<file path="config.mk">
export PLATFORM = sky130hd
export DESIGN_NAME = sflash_guard
export DESIGN_NICKNAME = d
export VERILOG_FILES = /design/src/rtl/sflash_guard.sv
export SDC_FILE = /design/constraint.sdc
export NUM_CORES = 1
export LEC_CHECK = 0
export CORE_ASPECT_RATIO = 0.5
export CORE_MARGIN = 8
export CORE_UTILIZATION = 38
export CTS_CLUSTER_SIZE = 14
export DETAILED_ROUTE_END_ITERATION = 6
export SLEW_MARGIN = 5
export SYNTH_ARGS = -nofsm -noshare
export SYNTH_HDL_FRONTEND = slang
export SYNTH_SLANG_ARGS = --single-unit
</file>
<file path="constraint.sdc">
create_clock -name clk -period 6.9 [get_ports clk]
set_input_delay 1.38 -clock clk [delete_from_list [all_inputs] [get_ports clk]]
set_output_delay 1.38 -clock clk [all_outputs]
set_load 0.05 [all_outputs]
</file>
<file path="src/rtl/sflash_guard.sv">
module sflash_guard #(
  parameter int ADDR_W      = 24,
  parameter int SECTOR_BITS = 6,
  parameter int BUSY_CYCLES = 64
) (
  input  logic              clk,
  input  logic              rst_n,
  input  logic              spi_sclk,
  input  logic              spi_cs_n,
  input  logic              spi_mosi,
  input  logic              wp_n,
  output logic              spi_miso,
  output logic              spi_miso_oe,
  output logic              op_accept,
  output logic              op_reject,
  output logic [1:0]        op_kind,
  output logic [ADDR_W-1:0] op_addr
);
  localparam int SECTORS    = 1 << SECTOR_BITS;
  localparam int ADDR_BYTES = (ADDR_W + 7) / 8;
  localparam int BW         = $clog2(BUSY_CYCLES + 1);

  localparam logic [7:0] OP_RDSR = 8'h05;
  localparam logic [7:0] OP_WRSR = 8'h01;
  localparam logic [7:0] OP_WREN = 8'h06;
  localparam logic [7:0] OP_PP   = 8'h02;
  localparam logic [7:0] OP_SE   = 8'hD8;
  localparam logic [7:0] OP_BE   = 8'hC7;

  localparam logic [1:0] K_PP = 2'd0;
  localparam logic [1:0] K_SE = 2'd1;
  localparam logic [1:0] K_BE = 2'd2;

  logic              sclk_q, cs_q;
  logic [2:0]        bitpos, nbytes, rd_idx;
  logic [6:0]        shreg;
  logic [7:0]        opcode, rd_snap;
  logic [ADDR_W-1:0] addr_q;
  logic              srwd, wel, miso_q, oe_q;
  logic [2:0]        bp;
  logic [BW-1:0]     busy_cnt;

  function automatic logic in_prot(input logic [2:0] lvl, input logic [SECTOR_BITS-1:0] sec);
    if (lvl == 3'd0) return 1'b0;
    if (lvl == 3'd7) return 1'b1;
    return int'(sec) >= SECTORS - (1 << (lvl - 3'd1));
  endfunction

  wire sclk_rise = spi_sclk & ~sclk_q;
  wire sclk_fall = ~spi_sclk & sclk_q;
  wire cs_rise   = spi_cs_n & ~cs_q;
  wire wip       = busy_cnt != '0;
  wire hpm       = srwd & ~wp_n;
  wire [7:0] status    = {srwd, 2'b00, bp, wel, wip};
  wire [7:0] next_byte = {shreg, spi_mosi};
  wire reading   = (nbytes != 3'd0) && (opcode == OP_RDSR);
  wire exec_ok   = cs_rise && !wip && (bitpos == 3'd0);
  wire [SECTOR_BITS-1:0] cmd_sector = addr_q[ADDR_W-1 -: SECTOR_BITS];

  assign spi_miso    = miso_q;
  assign spi_miso_oe = oe_q & ~spi_cs_n;

  always_ff @(posedge clk) begin
    if (!rst_n) begin
      sclk_q <= 1'b0; cs_q <= 1'b1;
      bitpos <= '0; nbytes <= '0; rd_idx <= '0;
      shreg <= '0; opcode <= '0; rd_snap <= '0; addr_q <= '0;
      srwd <= 1'b0; wel <= 1'b0; bp <= '0; busy_cnt <= '0;
      miso_q <= 1'b0; oe_q <= 1'b0;
      op_accept <= 1'b0; op_reject <= 1'b0; op_kind <= K_PP; op_addr <= '0;
    end else begin
      sclk_q    <= spi_sclk;
      cs_q      <= spi_cs_n;
      op_accept <= 1'b0;
      op_reject <= 1'b0;
      if (wip) busy_cnt <= busy_cnt - 1'b1;

      if (spi_cs_n) begin
        bitpos <= '0; nbytes <= '0; rd_idx <= '0; oe_q <= 1'b0;
      end else begin
        if (sclk_rise) begin
          shreg  <= next_byte[6:0];
          bitpos <= bitpos + 1'b1;
          if (bitpos == 3'd7 && nbytes != 3'd7) nbytes <= nbytes + 1'b1;
          if (bitpos == 3'd7 && nbytes == 3'd0) opcode <= next_byte;
          if (nbytes != 3'd0 && int'(nbytes) <= ADDR_BYTES)
            addr_q <= {addr_q[ADDR_W-2:0], spi_mosi};
        end
        if (sclk_fall && reading) begin
          oe_q   <= 1'b1;
          rd_idx <= rd_idx + 1'b1;
          if (rd_idx == 3'd0) begin
            miso_q  <= status[7];
            rd_snap <= status;
          end else begin
            miso_q <= rd_snap[3'd7 - rd_idx];
          end
        end
      end

      if (exec_ok && opcode == OP_WREN && nbytes == 3'd1) wel <= 1'b1;

      if (exec_ok && wel) begin
        case (opcode)
          OP_WRSR: if (nbytes == 3'd2) begin
            wel <= 1'b0;
            if (!hpm) begin
              srwd     <= addr_q[7];
              bp       <= addr_q[4:2];
              busy_cnt <= BW'(BUSY_CYCLES);
            end
          end
          OP_PP, OP_SE: if ((opcode == OP_PP && nbytes >= 3'd4) || nbytes == 3'd4) begin
            wel     <= 1'b0;
            op_kind <= (opcode == OP_PP) ? K_PP : K_SE;
            op_addr <= addr_q;
            if (in_prot(bp, cmd_sector)) op_reject <= 1'b1;
            else begin
              op_accept <= 1'b1;
              busy_cnt  <= BW'(BUSY_CYCLES);
            end
          end
          OP_BE: if (nbytes == 3'd1) begin
            wel     <= 1'b0;
            op_kind <= K_BE;
            op_addr <= '0;
            if (bp != 3'd0) op_reject <= 1'b1;
            else begin
              op_accept <= 1'b1;
              busy_cnt  <= BW'(BUSY_CYCLES);
            end
          end
          default: ;
        endcase
      end
    end
  end

  // a request gets a single verdict
  a_r7_one_verdict: assert property (@(posedge clk) disable iff (!rst_n)
    !(op_accept && op_reject));

  // an accepted program or sector erase lies outside the covered region
  a_r8_accept_outside: assert property (@(posedge clk) disable iff (!rst_n)
    (op_accept && op_kind != K_BE) |-> !in_prot(bp, op_addr[ADDR_W-1 -: SECTOR_BITS]));

  // bulk erase only passes with a clear protect level
  a_r9_bulk_clear: assert property (@(posedge clk) disable iff (!rst_n)
    (op_accept && op_kind == K_BE) |-> bp == 3'd0);

  // lock mode freezes write-disable and protect level
  a_r6_lock_freeze: assert property (@(posedge clk) disable iff (!rst_n)
    $past(hpm) |-> ($stable(srwd) && $stable(bp)));

  // nothing is announced while busy
  a_r12_quiet_busy: assert property (@(posedge clk) disable iff (!rst_n)
    $past(wip) |-> (!op_accept && !op_reject));

  // an acceptance starts the busy state
  a_r12_accept_busy: assert property (@(posedge clk) disable iff (!rst_n)
    op_accept |-> wip);
endmodule

</file>
==> metrics.sh <==
SWITCHING_SHARE=0.236
SETUP-VIOLATIONS-FINAL=0
SYNTH_SEQUENTIAL_AREA_RATIO=0.450
SYNTH_LARGEST_AREA_CELL='sky130_fd_sc_hd__dfxtp_1'
TIMING.SLEW.HEADROOM=0.232
POWER.DENSITY_nW_PER_UM2=240
ANTENNA_CELLS=0
POSTSYNTH.TOPFLOPCELL='sky130_fd_sc_hd__dfxtp_1'
GPL.FINAL_WEIGHTED_CONGESTION=0.774
SHARE_OF_LAYOUT_CELLS_ABOVE_DRIVE_STRENGTH_1=0.0681
ASYNCSETRESETFLOPFRACSYNTH=0
PART_OF_THE_POWER_IN_THE_CLOCK_NETWORK=0.421
CTSROOTBUFFERMASTER='sky130_fd_sc_hd__clkbuf_16'
KIND_OF_CELL_ADDING_THE_MOST_DELAY_TO_THE_CRITICAL_PATH='buffers and inverters'
CTS_BUFFERS=9
TIMING.CRITICAL_PATH.REQUIRED_NS=5.52
GR-USAGE-ALL-LAYERS=0.115
GRT_MAX_DEGREE=48
TIMING.FINAL.CRIT_PERIOD_NS=4.27
DRT_WL_TOTAL_UM=8510
GRT_UTIL_MET3=0.0351
GRT_OVERFLOW_TOTAL=0
TNS_NS=0
CLOCK_INSERTION_DELAY_WORST_SKEW_NS=0.34
NUMBER_OF_SINKS_ON_THE_CLOCK_NET=98
HOLD_PATH_CLASS='flip-flop to flip-flop'
RRSETUPSLACK_NS=3.42
FIN_WORST_SKEW_NS=0.00364
POST_CTS_RESIZED=0
PORT_BUFFERS=35
MAPPEDNETLISTNETS=465
CELL_INTERNAL_PWR_W=0.000942
OUTCOME='completed'
WORST_PATH_LARGEST_CELL_DELAY_NS=0.81
GRT_FIRST_PASS_WIRELENGTH_UM=14800
POST-ROUTE-UTIL=0.464
POST-SYNTH-TOP-COUNT-CELL='sky130_fd_sc_hd__dfxtp_1'
IRDROPWORSTVDD_uV=110
MAXCLOCKFREQUENCY_GHz=0.234
TIMING.CRITICAL_PATH.ARRIVAL_NS=2.89
CTS_TREE='yes'
DIE_HEIGHT_UM=91.8
CRIT_TOP_CELL='sky130_fd_sc_hd__clkdlybuf4s50_1'
FIN_TOTAL_PWR_W=0.00123
POST_CTS_SETUP_BUFFER_COUNT=0
CORE_AREA_UM2=11100
CRIT_PATH_MAX_FANOUT=8
TIMING_HOLD_VIOLATIONS_FINAL=0
GRT_UTIL_MET1=0.142
WARNINGS_FROM_YOSYS=0
CTS_HTREE_LEVELS=3
DRT_FIRST_PASS_ITERS=4
TIMING_WORST_SLEW_PIN_VALUE_NS=1.15
CRIT_PATH_START_KIND='input port'
ANT_NETS=0
SYN_AREA_UM2=4360
SEQ_POWER_SHARE=0.486
POWER.STATIC_LEAKAGE_nW=2.00
ROUTED_VIA_DENSITY=4.91
DESIGN.DIE.AREA_UM2=15400
ROWS=27
POSTSYNTHREGISTERBITS=98
FIN_CRIT_SH=0.619
INITIAL_UTIL=0.394
LAYOUT-AREA-OVERHEAD-VS-SYNTH_PCT=17.8
AVGSYNTHCELLAREA_UM2=9.98
YOSYS.AREA.TOP_TYPE_SHARE=0.450
CRIT_BUF_INV=2
YOSYS-TOP-CELLS-AREA='sky130_fd_sc_hd__dfxtp_1, sky130_fd_sc_hd__mux2i_1, sky130_fd_sc_hd__ha_1'
GRT_BUSIEST_LAYER='met2'
NETLIST_INSTANCES=437
GRT_MET2_USAGE=0.190
FIRST_GLOBAL_VIAS=3067
POSTCTSHOLDBUFS=0
PLACE.DETAILED.HPWL_UM=5910
COUNT_OF_FLIP_FLOPS_WITH_A_BUILT_IN_ENABLE_AFTER_SYNTHESIS=0
TIMING_MAX_TRANSITION_VIOLATIONS_FINAL=0
WORSTSETUPENDPOINTTYPE='output port'
TIMING.CRITICAL_PATH.CELLS='clkdlybuf4s50_1 -> nor2_1 -> clkdlybuf4s50_1'
CTS_MAX_PATH_BUFFERS=2
NETS=493
NUM_VIAS=3018
CTS.CLK_SLEW.WORST_PATHS_NS=0.07
POST_SYNTH_MOST_FREQUENT_CELLS='sky130_fd_sc_hd__dfxtp_1, sky130_fd_sc_hd__mux2i_1, sky130_fd_sc_hd__nor2b_1, sky130_fd_sc_hd__nor2_1, sky130_fd_sc_hd__a22o_1'
YS_TYPES=57
GRT_SETUP_UNREPAIRED='no'
NUMBER_OF_TOP_LEVEL_PINS=36
CAP_VIOL_MAX_COUNT=0
P_SW_W=0.000292
DETAIL_ROUTE.ITER0.VIOLATIONS=113
ROUTEDWLPERCELL_UM=13.8
ANTENNA_VIOLATIONS_BEFORE_REPAIR=0
DIE_W_UM=168
CPMAXSTAGEDELAYCELL='sky130_fd_sc_hd__clkdlybuf4s50_1'
FRACTION_OF_POWER_CONSUMED_BY_COMBINATIONAL_CELLS=0.093
DETAIL_ROUTE.DRC_VIOLATIONS=0
PATH_CLASS='input port to output port'
==> state kept, by name (all words and copies together), names as in the netlist, 2 cells and up <==
signal	flops
op_kind	2
shreg	7
rd_snap	6
bp	3
bitpos	3
addr_q	24
nbytes	3
rd_idx	3
busy_cnt	7
op_addr	24
opcode	8
==> power by group through the flow <==
stage	clock, W	combinational (W)	sequential, W
2_1_floorplan	0	0.0000881	0.000609
3_3_place_gp	0	0.000114	0.000612
3_5_place_dp	0	0.000116	0.000612
4_1_cts	0.000535	0.000116	0.000599
5_1_grt	0.000559	0.000133	0.000602
6_report	0.000519	0.000115	0.000599
==> tightest hold or removal path, cell delays in order (launching register included) <==
cell,delay [ns]
sky130_fd_sc_hd__dfxtp_1,0.30
sky130_fd_sc_hd__inv_1,0.06
sky130_fd_sc_hd__a21oi_1,0.05
==> kinds of logic (layout without fill, tap and decap cells) <==
kind of cell / count (synthesis) / in the layout / share of synthesized area
DFF: 98 / 98 / 0.450
and+or+nand+nor: 142 / 142 / 0.187
adders and majority gates: 23 / 23 / 0.0654
muxes: 48 / 48 / 0.113
xor gates and xnor gates: 11 / 11 / 0.0221
AOI/OAI and AO/OA: 72 / 72 / 0.122
buffers and inverters: 43 / 76 / 0.0404
==> through the flow <==
stage | std cells | setup slack, ns | hold slack [ns] | area (um^2)
floorplan | 437 | 3.50 | 0.432 | 4360
global placement | 599 | 2.61 | 0.440 | 4820
detailed placement | 599 | 2.61 | 0.453 | 4820
CTS | 615 | 2.61 | 0.464 | 5140
global route | 615 | 2.58 | 0.486 | 5140
finish | 615 | 2.63 | 0.459 | 5140
==> layout by cell type (no fill, tap or decap), types with 8 or more instances in the layout <==
| cell type | count |
|---|---|
| sky130_fd_sc_hd__dfxtp_1 | 98 |
| sky130_fd_sc_hd__mux2i_1 | 47 |
| sky130_fd_sc_hd__nor2b_1 | 40 |
| sky130_fd_sc_hd__nor2_1 | 36 |
| sky130_fd_sc_hd__clkdlybuf4s50_1 | 35 |
| sky130_fd_sc_hd__a22o_1 | 25 |
| sky130_fd_sc_hd__inv_1 | 22 |
| sky130_fd_sc_hd__ha_1 | 22 |
| sky130_fd_sc_hd__nand2_1 | 17 |
| sky130_fd_sc_hd__a21oi_1 | 13 |
| sky130_fd_sc_hd__clkbuf_16 | 9 |
| sky130_fd_sc_hd__nand2b_1 | 8 |
| sky130_fd_sc_hd__o21ai_0 | 8 |
| sky130_fd_sc_hd__xnor2_1 | 8 |
==> worst paths after layout <==
path | start | end | cells after the start
worst max-delay path | spi_cs_n | spi_miso_oe | 3
worst max register to register | bp[0] | busy_cnt[1] | 14
worst min register to register | oe_q | oe_q | 2
worst min-delay path | oe_q | oe_q | 2
==> metal layers <==
layer | up-vias | part of all wire
met5 | - | 0
met4 | 0 | 0.016
met3 | 11 | 0.029
met2 | 25 | 0.44
met1 | 1404 | 0.51
li1 | 1578 | -
==> layout make-up <==
class                   instances  area [um^2]
clock buffers                  11          253
clock inverters                 5         62.6
fillers                      1073         5940
inverters                      22         82.6
multi-input cells             296         2220
flip-flops and latches         98         1960
well taps                     145          181
repair buffers                 38          373
Power figures use the tool's default switching activity.
